## config.mk

```make
export PLATFORM = sky130hd
export DESIGN_NAME = opp_governor
export DESIGN_NICKNAME = d
export VERILOG_FILES = /design/src/rtl/opp_pkg.sv /design/src/rtl/work_fifo.sv /design/src/rtl/load_filter.sv /design/src/rtl/opp_sequencer.sv /design/src/rtl/opp_governor.sv
export SDC_FILE = /design/constraint.sdc
export NUM_CORES = 1
export LEC_CHECK = 0
export ABC_CLOCK_PERIOD_IN_PS = 2500
export CAP_MARGIN = 5
export CORE_MARGIN = 3
export CORE_UTILIZATION = 40
export CTS_CLUSTER_SIZE = 25
export DETAILED_ROUTE_END_ITERATION = 10
export PLACE_DENSITY = 0.72
export SLEW_MARGIN = 20
export SYNTH_ARGS = -nofsm -noshare
export SYNTH_HDL_FRONTEND = slang
export SYNTH_SLANG_ARGS = --single-unit
```

## constraint.sdc

```tcl
create_clock -name clk -period 2.5 [get_ports clk]
set_input_delay 0.5 -clock clk [delete_from_list [all_inputs] [get_ports clk]]
set_output_delay 0.5 -clock clk [all_outputs]
set_load 0.01 [all_outputs]
```

## src/rtl/opp_pkg.sv

```systemverilog
package opp_pkg;
   localparam int NUM_OPP = 7;
   localparam int LVL_W   = 3;
   localparam int MV_W    = 11;
   localparam int MHZ_W   = 10;

   typedef enum logic [1:0] {
      DEC_HOLD = 2'd0,
      DEC_UP   = 2'd1,
      DEC_DOWN = 2'd2
   } load_dec_e;

   typedef enum logic [1:0] {
      SEQ_IDLE  = 2'd0,
      SEQ_RAISE = 2'd1,
      SEQ_LOWER = 2'd2
   } seq_state_e;

   function automatic logic [MV_W-1:0] opp_mv(input logic [LVL_W-1:0] lvl);
      case (lvl)
         3'd0:    return MV_W'(800);
         3'd1:    return MV_W'(870);
         3'd2:    return MV_W'(950);
         3'd3:    return MV_W'(1050);
         3'd4:    return MV_W'(1150);
         3'd5:    return MV_W'(1250);
         default: return MV_W'(1300);
      endcase
   endfunction

   function automatic logic [MHZ_W-1:0] opp_mhz(input logic [LVL_W-1:0] lvl);
      case (lvl)
         3'd0:    return MHZ_W'(300);
         3'd1:    return MHZ_W'(433);
         3'd2:    return MHZ_W'(533);
         3'd3:    return MHZ_W'(667);
         3'd4:    return MHZ_W'(800);
         3'd5:    return MHZ_W'(900);
         default: return MHZ_W'(1000);
      endcase
   endfunction
endpackage

```

## src/rtl/work_fifo.sv

```systemverilog
module work_fifo #(
   parameter int DATA_W = 8,
   parameter int DEPTH  = 16,
   localparam int PTR_W = (DEPTH > 1) ? $clog2(DEPTH) : 1,
   localparam int CNT_W = $clog2(DEPTH + 1)
) (
   input  logic              clk,
   input  logic              rst_n,
   input  logic              push_i,
   input  logic [DATA_W-1:0] push_data_i,
   input  logic              pop_i,
   output logic [DATA_W-1:0] pop_data_o,
   output logic              full_o,
   output logic              empty_o,
   output logic [CNT_W-1:0]  count_o
);
   localparam bit POW2 = (DEPTH & (DEPTH - 1)) == 0;

   if (DEPTH < 2) begin : g_bad_depth
      $error("work_fifo: DEPTH must be at least 2");
   end
   if (DATA_W < 1) begin : g_bad_width
      $error("work_fifo: DATA_W must be positive");
   end

   logic [DATA_W-1:0] mem [DEPTH];
   logic [PTR_W-1:0]  wr_ptr, rd_ptr, wr_nxt, rd_nxt;
   logic [CNT_W-1:0]  count;
   logic              do_push, do_pop;

   assign do_push = push_i && (count != CNT_W'(DEPTH));
   assign do_pop  = pop_i && (count != '0);

   if (POW2) begin : g_wrap_free
      assign wr_nxt = wr_ptr + PTR_W'(1);
      assign rd_nxt = rd_ptr + PTR_W'(1);
   end else begin : g_wrap_cmp
      assign wr_nxt = (wr_ptr == PTR_W'(DEPTH - 1)) ? '0 : wr_ptr + PTR_W'(1);
      assign rd_nxt = (rd_ptr == PTR_W'(DEPTH - 1)) ? '0 : rd_ptr + PTR_W'(1);
   end

   always_ff @(posedge clk) begin
      if (do_push) mem[wr_ptr] <= push_data_i;
   end

   always_ff @(posedge clk or negedge rst_n) begin
      if (!rst_n) begin
         wr_ptr <= '0;
         rd_ptr <= '0;
         count  <= '0;
      end else begin
         if (do_push) wr_ptr <= wr_nxt;
         if (do_pop)  rd_ptr <= rd_nxt;
         case ({do_push, do_pop})
            2'b10:   count <= count + CNT_W'(1);
            2'b01:   count <= count - CNT_W'(1);
            default: count <= count;
         endcase
      end
   end

   assign pop_data_o = mem[rd_ptr];
   assign full_o     = (count == CNT_W'(DEPTH));
   assign empty_o    = (count == '0);
   assign count_o    = count;

   assert_no_overflow_R2: assert property (@(posedge clk) disable iff (!rst_n)
      count <= CNT_W'(DEPTH));
   assert_full_push_drop_R2: assert property (@(posedge clk) disable iff (!rst_n)
      (full_o && push_i && !pop_i) |=> $stable(count));
   assert_empty_pop_drop_R2: assert property (@(posedge clk) disable iff (!rst_n)
      (empty_o && pop_i && !push_i) |=> $stable(count) && $stable(rd_ptr));
endmodule

```

## src/rtl/load_filter.sv

```systemverilog
module load_filter
   import opp_pkg::*;
#(
   parameter int DEPTH = 16,
   parameter int WIN   = 256,
   localparam int CNT_W  = $clog2(DEPTH + 1),
   localparam int WCNT_W = $clog2(WIN),
   localparam int SUM_W  = $clog2(WIN * DEPTH + 1)
) (
   input  logic             clk,
   input  logic             rst_n,
   input  logic [CNT_W-1:0] occ_i,
   output load_dec_e        dec_o
);
   localparam logic [SUM_W-1:0] HI_SUM = SUM_W'((3 * DEPTH * WIN + 3) / 4);
   localparam logic [SUM_W-1:0] LO_SUM = SUM_W'((DEPTH * WIN) / 4);

   if (WIN < 4) begin : g_bad_win
      $error("load_filter: WIN must be at least 4");
   end
   if (HI_SUM <= LO_SUM) begin : g_bad_thr
      $error("load_filter: thresholds overlap");
   end

   logic [WCNT_W-1:0] wcnt;
   logic [SUM_W-1:0]  acc, total;
   logic              closing;

   assign closing = (wcnt == WCNT_W'(WIN - 1));
   assign total   = acc + SUM_W'(occ_i);

   always_ff @(posedge clk or negedge rst_n) begin
      if (!rst_n) begin
         wcnt  <= '0;
         acc   <= '0;
         dec_o <= DEC_HOLD;
      end else begin
         dec_o <= DEC_HOLD;
         if (closing) begin
            wcnt <= '0;
            acc  <= '0;
            if (total >= HI_SUM)      dec_o <= DEC_UP;
            else if (total <= LO_SUM) dec_o <= DEC_DOWN;
         end else begin
            wcnt <= wcnt + WCNT_W'(1);
            acc  <= total;
         end
      end
   end

   assert_one_request_per_window_R3: assert property (@(posedge clk) disable iff (!rst_n)
      (dec_o != DEC_HOLD) |-> (wcnt == '0));
   assert_request_single_cycle_R3: assert property (@(posedge clk) disable iff (!rst_n)
      (dec_o != DEC_HOLD) |=> (dec_o == DEC_HOLD));
endmodule

```

## src/rtl/opp_sequencer.sv

```systemverilog
module opp_sequencer
   import opp_pkg::*;
#(
   parameter int SETTLE = 24,
   localparam int SC_W  = (SETTLE > 1) ? $clog2(SETTLE) : 1
) (
   input  logic             clk,
   input  logic             rst_n,
   input  load_dec_e        dec_i,
   output logic [LVL_W-1:0] volt_lvl_o,
   output logic [LVL_W-1:0] freq_lvl_o,
   output logic             busy_o
);
   localparam logic [LVL_W-1:0] TOP  = LVL_W'(NUM_OPP - 1);
   localparam logic [SC_W-1:0]  LOAD = SC_W'(SETTLE - 1);

   if (SETTLE < 1) begin : g_bad_settle
      $error("opp_sequencer: SETTLE must be at least 1");
   end

   seq_state_e       state;
   logic [SC_W-1:0]  cnt;
   logic [LVL_W-1:0] volt, freq;

   always_ff @(posedge clk or negedge rst_n) begin
      if (!rst_n) begin
         state <= SEQ_IDLE;
         cnt   <= '0;
         volt  <= '0;
         freq  <= '0;
      end else begin
         case (state)
            SEQ_IDLE: begin
               if (dec_i == DEC_UP && volt != TOP) begin
                  volt  <= volt + LVL_W'(1);
                  cnt   <= LOAD;
                  state <= SEQ_RAISE;
               end else if (dec_i == DEC_DOWN && freq != '0) begin
                  freq  <= freq - LVL_W'(1);
                  cnt   <= LOAD;
                  state <= SEQ_LOWER;
               end
            end
            SEQ_RAISE: begin
               if (cnt == '0) begin
                  freq  <= freq + LVL_W'(1);
                  state <= SEQ_IDLE;
               end else begin
                  cnt <= cnt - SC_W'(1);
               end
            end
            SEQ_LOWER: begin
               if (cnt == '0) begin
                  volt  <= volt - LVL_W'(1);
                  state <= SEQ_IDLE;
               end else begin
                  cnt <= cnt - SC_W'(1);
               end
            end
            default: state <= SEQ_IDLE;
         endcase
      end
   end

   assign volt_lvl_o = volt;
   assign freq_lvl_o = freq;
   assign busy_o     = (state != SEQ_IDLE);

   assert_freq_under_volt_R7: assert property (@(posedge clk) disable iff (!rst_n)
      freq <= volt);
   assert_levels_match_idle_R7: assert property (@(posedge clk) disable iff (!rst_n)
      (state == SEQ_IDLE) |-> (freq == volt));
   assert_raise_volt_first_R5: assert property (@(posedge clk) disable iff (!rst_n)
      (state == SEQ_IDLE && dec_i == DEC_UP && volt != TOP)
      |=> (volt == $past(volt) + LVL_W'(1)) && $stable(freq) && busy_o);
   assert_lower_freq_first_R6: assert property (@(posedge clk) disable iff (!rst_n)
      (state == SEQ_IDLE && dec_i == DEC_DOWN && freq != '0)
      |=> (freq == $past(freq) - LVL_W'(1)) && $stable(volt) && busy_o);
   assert_busy_blocks_R8: assert property (@(posedge clk) disable iff (!rst_n)
      (busy_o && cnt != '0) |=> $stable(volt) && $stable(freq) && busy_o);
   assert_saturate_top_R9: assert property (@(posedge clk) disable iff (!rst_n)
      (state == SEQ_IDLE && dec_i == DEC_UP && volt == TOP) |=> !busy_o && $stable(volt));
   assert_saturate_bottom_R9: assert property (@(posedge clk) disable iff (!rst_n)
      (state == SEQ_IDLE && dec_i == DEC_DOWN && freq == '0) |=> !busy_o && $stable(freq));
endmodule

```

## src/rtl/opp_governor.sv

```systemverilog
module opp_governor
   import opp_pkg::*;
#(
   parameter int DATA_W     = 8,
   parameter int FIFO_DEPTH = 16,
   parameter int WIN_CYC    = 256,
   parameter int SETTLE_CYC = 24
) (
   input  logic              clk,
   input  logic              rst_n,
   input  logic              push_i,
   input  logic [DATA_W-1:0] push_data_i,
   output logic              full_o,
   input  logic              pop_i,
   output logic [DATA_W-1:0] pop_data_o,
   output logic              empty_o,
   output logic [2:0]        volt_lvl_o,
   output logic [2:0]        freq_lvl_o,
   output logic [10:0]       volt_mv_o,
   output logic [9:0]        freq_mhz_o,
   output logic              busy_o
);
   localparam int CNT_W = $clog2(FIFO_DEPTH + 1);

   logic [CNT_W-1:0] occ;
   load_dec_e        dec;

   work_fifo #(.DATA_W(DATA_W), .DEPTH(FIFO_DEPTH)) u_fifo (
      .clk         (clk),
      .rst_n       (rst_n),
      .push_i      (push_i),
      .push_data_i (push_data_i),
      .pop_i       (pop_i),
      .pop_data_o  (pop_data_o),
      .full_o      (full_o),
      .empty_o     (empty_o),
      .count_o     (occ)
   );

   load_filter #(.DEPTH(FIFO_DEPTH), .WIN(WIN_CYC)) u_filter (
      .clk   (clk),
      .rst_n (rst_n),
      .occ_i (occ),
      .dec_o (dec)
   );

   opp_sequencer #(.SETTLE(SETTLE_CYC)) u_seq (
      .clk        (clk),
      .rst_n      (rst_n),
      .dec_i      (dec),
      .volt_lvl_o (volt_lvl_o),
      .freq_lvl_o (freq_lvl_o),
      .busy_o     (busy_o)
   );

   assign volt_mv_o  = opp_mv(volt_lvl_o);
   assign freq_mhz_o = opp_mhz(freq_lvl_o);

   assert_mv_tracks_level_R4: assert property (@(posedge clk) disable iff (!rst_n)
      $changed(volt_lvl_o) |-> $changed(volt_mv_o));
endmodule

```

**After elaboration in Yosys (flattened, before gate mapping)**

Memory sizes are Yosys's and may differ from the RTL's.
Cells that the tools add are included.

- Bits in registers: 49
- Memory bits (writable): 128
- Bits of input ports: 12
- Logic and storage cells: 98
- Memories kept: 1

- Add/subtract/negate cells: 11
- Magnitude comparators: 2
- Eq/ne operators: 28
- Muxes and demuxes: 25
- Reductions and logical operators: 21

Memories:

| memory | depth | width | read ports | clocked after Yosys merged registers in | wr ports | RTL line | text |
|---|---|---|---|---|---|---|---|
| u_fifo.mem | 16 | 8 | 1 | 0 | 1 | work_fifo.sv:26 | `logic [DATA_W-1:0] mem [DEPTH];` |

Operator list:

| operator | count |
|---|---|
| one-hot mux 11 bit (6 select lines) | 1 |
| one-hot mux 10 bit (6 select lines) | 1 |
| one-hot mux 5 bit (2 select lines) | 2 |
| two-way mux 3 bit | 5 |
| two-way mux 5 bit | 3 |
| adder 13 x 5 -> 13 bit | 1 |
| greater-or-equal comparator 13 x 12 -> 1 bit (second input constant) | 1 |
| <= comparator 13 x 11 -> 1 bit (second input constant) | 1 |
| two-way mux 13 bit | 1 |
| equality test 3 x 2 -> 1 bit (second input constant) | 4 |
| equality test 3 bit (second input constant) | 4 |
| two-way mux 2 bit | 6 |
| one-hot mux 3 bit (2 select lines) | 2 |
| logical NOT 5 bit | 2 |
| inequality test 2 x 1 -> 1 bit (second input constant) | 5 |
| nonzero test 2 bit | 5 |
| subtractor 5 x 1 -> 5 bit (second input constant) | 2 |
| adder 4 x 1 -> 4 bit (second input constant) | 2 |
| adder 8 x 1 -> 8 bit (second input constant) | 1 |
| equality test 8 bit (second input constant) | 1 |
| two-way mux 8 bit | 1 |
| adder 3 x 1 -> 3 bit (second input constant) | 2 |
| equality test 2 x 1 -> 1 bit (second input constant) | 3 |
| equality test 2 bit (second input constant) | 3 |
| other kinds (19) | 28 |

**Longest topological paths before layout**

Gate-level depths: netlist of the first run.

- Depth after elaboration: 5
- Mapped depth: 13
- Depth with buffers taken out: 12

**Modules after synthesis**

A second synthesis of the first run with hierarchy kept.

- Cell total of the unflattened synthesis: 596
- Area, all modules: 8,320.5 sq um

By module, submodules not included:

| module | instances | cells an instance | area an instance (sq um) | sequential area each (sq um) |
|---|---|---|---|---|
| work_fifo | 1 | 319 | 5,738.0 | 4,169.0 |
| load_filter | 1 | 142 | 1,413.9 | 575.6 |
| opp_sequencer | 1 | 93 | 894.6 | 325.3 |
| opp_governor | 1 | 42 | 274.0 | 0.0 |

**Worst setup path before layout of the first run**

OpenSTA, ideal clock, no wires.

- Path type: register -> register
- Start: reg u_fifo.count[1] (netlist: u_fifo.count_o[1])
- End: reg u_fifo.count[4] (netlist: u_fifo.count_o[4])
- Arrival: 2.557 ns
- Required time: 2.421 ns
- Slack: -0.136 ns
- Cell stages (with the launch flop): 14
- Buffers on the path: 1
- Period minus slack after synthesis: 2.636 ns
- Cells stage by stage: dfrtp_1 > nor4_1 > nand2_1 > and2_1 > clkbuf_1 > inv_1 > ha_1 > inv_1 > fa_1 > nor2b_1 > o21ai_0 > and3_1 > nor3_1 > xor2_1

- Longest elaborated chain between the ends: 4
- Elaborated cells between the ends (all ways): 10
- Those cells by class: add/sub (2); eq/ne (3); mux (1); reduce/logical (4)

Ends and longest elaborated chain:

| item | RTL line | text |
|---|---|---|
| start, declared | work_fifo.sv:28 | `logic [CNT_W-1:0] count;` |
| start signal, assigned | work_fifo.sv:55 | `2'b10: count <= count + CNT_W'(1);` |
| start signal, assigned | work_fifo.sv:56 | `2'b01: count <= count - CNT_W'(1);` |
| start signal, assigned | work_fifo.sv:57 | `default: count <= count;` |
| branches (longest 4 deep; another with subtractor 5 x 1 -> 5 bit) | -- |  |

Parallel ways; which one is timed is not known.
A chain may end at the register's enable or synchronous reset.

**Worst setup path in the final report of the first run**

- Start: reg u_fifo.rd_ptr[0]
- End: out pop_data_o[3]

- Longest elaborated chain between the ends: 1

Ends and longest elaborated chain:

| item | RTL line | text |
|---|---|---|
| start, declared | work_fifo.sv:27 | `logic [PTR_W-1:0] wr_ptr, rd_ptr, wr_nxt, rd_nxt;` |
| start signal, assigned | work_fifo.sv:53 | `if (do_pop) rd_ptr <= rd_nxt;` |
| memory read (16 x 8 bit) | -- |  |
| end, declared | opp_governor.sv:15 | `output logic [DATA_W-1:0] pop_data_o,` |

No other way between the ends.

==> results.txt, run 1 <==
STA classifies the critical path startpoint as a register. In this run, placement finished with an instance count of 905. Among all stages on the critical path, the largest delay is contributed by mux4_2. Once layout is complete, the cells apart from fillers number 957. At the end of the flow, the number of nets in the layout was 725. The final reports fail on setup timing. The leakage dissipation was 0.003950 µW. The final worst setup slack was -281.5 ps; the relative slew slack was 45.73%. The largest total area in the synthesized netlist belongs to edfxtp_1. For this block, the initial DRC count from the detailed router was 370. The startpoint identified for the worst register-to-register timing path is u_fifo.count_o[0].

The run gives 11,690 µm as the HPWL after detailed placement. The number of nets handed over by synthesis was 614. Dividing total power by cell area gives a power density of 1064 mW/mm².

The number of top-level pins was 50. By startpoint and endpoint, the worst setup path is classified as register to output port. The max-cap violation count was 0. The effective utilization at floorplan came out at 40.83%.

At the end of routability-driven placement, the weighted congestion stood at 0.8697. The tools report the total setup violations reported at the end of the flow as 8. The logs give 2280 ps for the data arrival at the endpoint of the critical path and 17,910 µm for the wire length reported by the detailed router. The synthesized design contains 177 register bits. At the pin with the least slew margin, the transition time is 814.1 ps. For this run, the total global-route usage over all layers was measured as 16.49%. The share of async-settable or async-resettable flops after synthesis came out at 27.68%.

The region available for standard cell placement spans 0.02030 mm². Number of antenna violations at the first check in global routing: 0. Commonest register cell after synthesis: edfxtp_1.

The cell area after synthesis is 0.008288 mm². The total overflow left after global routing is 0. The initialized floorplan defines 52 standard-cell rows.

For this run, the top clock speed supported by timing is 359.5 MHz. The run gives 0 as the number of pins exceeding their max-slew limit in the final report. The number of global-route vias before repair was 5,258. After routing the design area is 0.01040 mm².

The run gives 1,639 as the number of inserted filler cells in the final layout. The peak ir drop on the vdd network is 0.0005495 V. Clock transition time at the flip-flop clock pins of the worst setup and hold paths: 60 ps. The die covers 0.02248 mm².

The per-cell routed wire length works out to 18.71 µm. Averaged over all synthesized cells, the footprint is 14.72 µm². TritonCTS built the clock tree. The area growth from synthesis to layout is 25.45%. Setup repair after global routing could not meet its margin everywhere.

The die is 149.9 µm tall. The detail route stage leaves a number of antenna-violating nets equal to 0. For this run, the slowest stage of the critical path takes 510 ps. The wire length of the first global-routing pass was 28,080 µm; the number of iterations in the first detailed-routing pass was 4.

Most common cell in the synthesized netlist: edfxtp_1. The latest clock arrival within the worst-skew pair is 430 ps. The signal on the critical path passes through buf_6, clkbuf_16, mux4_2, mux4_2, buf_6.

Launching element of the worst setup path: u_fifo.rd_ptr[0]. The run finished, with violations left. By area the synthesized netlist is led by edfxtp_1 (46%), dfrtp_1 (15%), mux4_2 (11%). The number of hold violations in the final report was 0. Clock tree synthesis selected as its root buffer the cell clkbuf_16.

The sum of negative setup slack was -1980 ps; the number of instances in the synthesized netlist was 563. From left edge to right edge, the die measures 149.9 µm. In the routed design, unresolved DRC markers number 0. After synthesis, the most frequently instantiated cells are edfxtp_1 (128), dfrtp_1 (49), nor2_1 (46).

The clock sink count is 177, and the data required time of the worst path is 2000 ps. The clock arrives with 7.139 ps of skew. After layout, the minimum clock period comes to 2782 ps. After layout, the worst path uses 111.3% of the clock period. Entering global routing, the biggest net connects 37 pins.

After synthesis, flip-flops and latches occupy 61.17% of the total area. The share of the synthesized area in the top cell type was 46.38%; the share of final-layout standard cells stronger than drive strength 1 was 28.53%. Class of the worst hold path: input port to async pin. The number of vias per cell after detailed routing is 5.302.

Post-detailed-placement cell area: 0.009397 mm². In this run, synthesis inferred 128 flip-flops with an integrated enable. The count of buffers added on input and output ports is 48.

The run gives 56 as the count of cell types in the netlist. Total of hold buffers inserted after clock tree synthesis: 0. Count of warnings emitted by yosys: 0. The diode insertion count for antenna repair was 0; the largest fanout on the critical path was 4. Cells fill 51.22% of the core in the end. The worst-case clock buffer depth is 2.

Clock tree synthesis inserted a total of 17 buffers. STA classifies the critical path endpoint as an output port. The detailed router placed 5,074 vias in this run. In this run the number of H-tree levels came out at 4.
==> flip-flops by register name, indices dropped and copies added, names as in the netlist <==
name	flops
u_fifo.mem	128
u_fifo.wr_ptr	4
u_seq.state	2
u_seq.volt_lvl_o	3
u_seq.freq_lvl_o	3
u_fifo.rd_ptr	4
u_filter.acc	13
u_seq.cnt	5
u_filter.dec_o	2
u_fifo.count_o	5
u_filter.wcnt	8
==> routing by layer <==
layer  vias up  wire length [µm]  track usage, %
met5         -                 0               0
met4         0               457           5.810
met3        40               741           4.422
met2       133              9744           29.96
met1      2540              6964           18.65
li1       2361                 -               -
==> worst max-delay path: cells and delay by family, from the launching register on <==
family | cells | cell delay (ps)
muxes | 2 | 1000
DFF | 1 | 420
buffers and inverters | 3 | 440
==> power breakdown <==
| group | total, µW | switching (µW) | internal, µW |
|---|---|---|---|
| registers | 3930 | 348 | 3580 |
| clock network | 2750 | 1150 | 1600 |
| logic | 4380 | 2060 | 2320 |
==> logic make-up (layout without fill, tap and decap cells) <==
group | count (synthesis) | after routing | share of synthesized area, %
AOI/OAI and AO/OA | 80 | 80 | 6.718
buffers and inverters | 50 | 174 | 2.929
muxes | 47 | 47 | 11.75
and+or+nand+nor | 141 | 141 | 8.364
other | 1 | 1 | 0.04525
adders and majority gates | 39 | 39 | 6.069
DFF | 177 | 177 | 61.17
xor gates and xnor gates | 28 | 28 | 2.959
==> what timing repair did <==
item                                    CTS  global route
endpoints found under the setup margin   28            23
pin swaps                                 1            10
setup buffers                             9            11
gates cloned                              1             1
resized for setup                        85            39
==> stage by stage <==
stage | hold slack (ps) | setup slack [ps] | total power [µW]
floorplan | 204.4 | 24.62 | 6534
global placement | 459.9 | -130.2 | 7707
detailed placement | 471.9 | -152.0 | 7869
CTS | 178.6 | -308.8 | 10800
global route | 227.2 | -350.5 | 11680
finish | 167.2 | -281.5 | 11060
==> layout make-up <==
class | count | area, µm² | share of cell area (%)
inverter | 23 | 88.84 | 0.8544
clock buffer | 17 | 425.4 | 4.091
multi-input combinational | 336 | 3154 | 30.34
timing repair buffer | 119 | 1112 | 10.70
sequential | 177 | 5076 | 48.82
tap | 270 | 337.8 | 3.249
clock inverter | 15 | 202.7 | 1.949
==> placed cells by master, fill, tap and decap left out, types with 15 or more instances in the layout <==
master / netlist / final
buf_4: 2 / 58
clkbuf_16: 0 / 18
clkdlybuf4s50_1: 0 / 21
dfrtp_1: 49 / 44
edfxtp_1: 128 / 128
ha_1: 37 / 27
inv_1: 23 / 15
mux4_2: 40 / 40
nand2_1: 29 / 29
nor2_1: 46 / 46
o21ai_0: 19 / 18
==> path summary, 6_finish.rpt <==
path / end / slack (ps) / cells after the start
setup / recovery: pop_data_o[3] / -280 / 5
hold / removal: u_fifo.count_o[2] / 170 / 1
setup reg to reg: u_filter.dec_o[1] / 130 / 7
hold reg to reg: u_filter.wcnt[0] / 480 / 1
max in group asynchronous: u_seq.freq_lvl_o[0] / 1670 / 2
min in group clk: u_filter.wcnt[0] / 480 / 1
No activity file was read; power rests on OpenSTA's default activity.
==> run 2, diff against run 1 <==
--- a/config.mk
+++ b/config.mk
@@ -9,6 +9,7 @@
 export CAP_MARGIN = 5
 export CORE_MARGIN = 3
 export CORE_UTILIZATION = 40
+export CTS_BUF_LIST = sky130_fd_sc_hd__clkbuf_16
 export CTS_CLUSTER_SIZE = 25
 export DETAILED_ROUTE_END_ITERATION = 10
 export PLACE_DENSITY = 0.72
==> results of run 2 <==
Final layout, timing and power as in run 1 (identical DEF).
==> run 3, diff against run 2 <==
--- a/config.mk
+++ b/config.mk
@@ -6,14 +6,13 @@
 export NUM_CORES = 1
 export LEC_CHECK = 0
 export ABC_CLOCK_PERIOD_IN_PS = 2500
-export CAP_MARGIN = 5
 export CORE_MARGIN = 3
 export CORE_UTILIZATION = 40
 export CTS_BUF_LIST = sky130_fd_sc_hd__clkbuf_16
 export CTS_CLUSTER_SIZE = 25
 export DETAILED_ROUTE_END_ITERATION = 10
+export GPL_TIMING_DRIVEN = 0
 export PLACE_DENSITY = 0.72
-export SLEW_MARGIN = 20
 export SYNTH_ARGS = -nofsm -noshare
 export SYNTH_HDL_FRONTEND = slang
 export SYNTH_SLANG_ARGS = --single-unit
==> results.txt, run 3 (same netlist as run 1, synthesis figures left out) <==
The flow ran to the end, but the final reports show violations. The checks that failed: setup timing. For the pin with the worst max-slew slack, the measured transition is 1223 ps. The number of top-level pins came out at 50. The floorplan step defined a die boundary enclosing 0.02248 mm².

For this configuration, the core starts out at a cell density of 40.83%. TritonCTS built the clock tree. The tools report the data required time of the worst path as 2000 ps. The clock period minus final worst setup slack was 2826 ps. CTS placed an instance of clkbuf_16 at the clock tree root. The area growth from synthesis to layout is 23.54%. Entering global routing, the biggest net connects 26 pins. After detailed routing, the number of remaining DRC violations is 0. The count of nets left with antenna violations once routing finished came out at 0.

The sum of negative setup slack was -2405 ps. The register with the highest flop count is u_fifo.mem. Across the run, the number of max-cap violations was 0. The tools report the number of hold violations in the final report as 0. The number of flip-flops under the largest register name is 128. The die span in x works out to 149.9 µm. Across the VDD grid, the largest voltage drop is 0.0006532 V.

Across all layers, the routed design uses 5,074 vias. The post-detailed-placement cell area is 0.009140 mm². The number of nets in the layout was 705; the HPWL after detailed placement was 11,620 µm. Fill cells in the final layout number 1,666.

The clock transition time at the flip-flop clock pins of the worst setup and hold paths works out to 60 ps. Setup repair after global routing could not meet its margin everywhere. Setup violations remaining at the end of the flow were counted as 8. The cell row count is 52.

The logs give 177 for the clock sink count and 17,900 µm for the wire length reported by the detailed router. The setup path with the least slack is of type register to output port. Leaving out filler cells and counting taps, the final layout contains 937. Data arrives at the worst endpoint at 2330 ps. The worst setup path is launched from a register. For the leakage dissipation, the log shows 0.003828 µW. In the global route stage, overall resource usage came out at 16.41%. Number of antenna violations at the first check in global routing: 0. For the depth of the CTS H-tree, the log shows 4. At the end of routability-driven placement, the weighted congestion stood at 0.8415.

The number of antenna diodes in the final layout is 0. Timing would allow up to 353.9 MHz. The design draws 10,980 µW.

For this design the ratio of total power to cell area is 1072 mW/mm². The core region is 0.02030 mm². The wire length of the first global-routing pass was 28,140 µm.

The tools report the latest clock arrival within the worst-skew pair as 430 ps. The largest fanout on the critical path was 10; the total of hold buffers inserted after clock tree synthesis was 0. The tools report the final worst setup slack as -325.7 ps. Share of final-layout standard cells stronger than drive strength 1: 25.34%.

In the layout the commonest cells are edfxtp_1 (128), nor2_1 (46), dfrtp_1 (41), mux4_2 (40), nand2_1 (29). For the relative slew slack, the log shows 17.83%. Commonest non-fill, non-tap cell in the layout: edfxtp_1.

In this run the tool buffered the top-level ports with 48 buffer cells. The number of vias per cell after detailed routing works out to 5.415. The tools report the worst-case clock buffer depth as 2. The worst path uses 113.0% of the clock period.

The worst setup path is captured at an output port. Counting the buffers created by CTS gives 17. For the number of pins exceeding their max-slew limit in the final report, the log shows 0. The class of the worst hold path is input port to async pin. The design area is 0.01024 mm².

For the final database, setup skew stands at 10.59 ps. For this run the aggregate overflow at the end of global routing stands at 0. The largest registers in the layout are u_fifo.mem x128, u_filter.acc x13, u_filter.wcnt x8.

After detailed placement, the design holds a cell count of 882. Measured along the y axis, the die boundary spans 149.9 µm. For the number of global-route vias before repair, the log shows 5,139. The per-cell routed wire length came out at 19.11 µm. For the number of design-rule violations left by the first detailed-router iteration, the log shows 268. For the number of iterations in the first detailed-routing pass, the log shows 5.
==> run 3: cell types whose count changed in the layout (fill, tap and decap cells not counted), sizes merged <==
cell and delta:
clkdlybuf4s15 -1, buf -31, inv +4, clkinvlp -4, dlymetal6s2s +1, dlygate4sd2 -2, clkbuf +12, clkdlybuf4s50 +1
==> run 3: path summary, 6_finish.rpt <==
path                              startpoint             endpoint  slack [ps]  cells after the start
min in group clk            u_filter.wcnt[0]     u_filter.wcnt[0]         480                      1
min                                    rst_n      u_filter.acc[6]          90                      1
max in group asynchronous              rst_n  u_seq.freq_lvl_o[1]        1860                      2
max                         u_fifo.rd_ptr[0]        pop_data_o[4]        -330                      5
max reg2reg                u_fifo.count_o[0]    u_fifo.count_o[4]          60                     12
min reg2reg                 u_filter.wcnt[0]     u_filter.wcnt[0]         480                      1
==> run 3: layout make-up <==
type                       instances  area, µm²  area share, %
sequential                       177       5080          49.61
multi-input combinational        336       3202          31.27
timing repair buffer              76      745.7          7.283
clock buffer                      17      425.4          4.155
tap                              270      337.8          3.300
clock inverter                    15      181.4          1.772
buffer                            23      175.2          1.711
inverter                          23      91.34         0.8921
==> run 3: routing by layer <==
layer / vias up / global-route usage (%) / wire [µm]
met5: - / 0 / 0
met4: 0 / 5.535 / 314
met3: 26 / 3.331 / 854
met2: 150 / 28.93 / 9553
met1: 2577 / 20.14 / 7180
li1: 2321 / - / -
==> run 3: stage by stage <==
stage          util, %  setup WS [ps]  hold slack [ps]
6_report         50.44         -325.7            87.85
2_1_floorplan        -          24.62            204.4
3_3_place_gp     44.95         -778.2            464.8
3_5_place_dp     45.03         -814.4            474.9
5_1_grt          50.44         -400.3            135.7
4_1_cts          49.41         -396.8            105.5
==> run 3: what timing repair did <==
item	in CTS	in global routing
gates cloned	1	1
pin swaps	3	10
endpoints found under the setup margin	63	30
gates resized for setup	103	34
buffers inserted	15	10
==> run 3: power breakdown <==
part / internal, µW / switching (µW)
Combinational: 2160 / 2210
Sequential: 3590 / 273
Clock: 1590 / 1150
Total: 7340 / 3640
==> run 3: critical path, cell delays in order, from the launching register on <==
cell and delay, ps:
dfrtp_1 390, buf_12 160, buf_12 160, mux4_2 520, mux4_2 520, buf_6 150
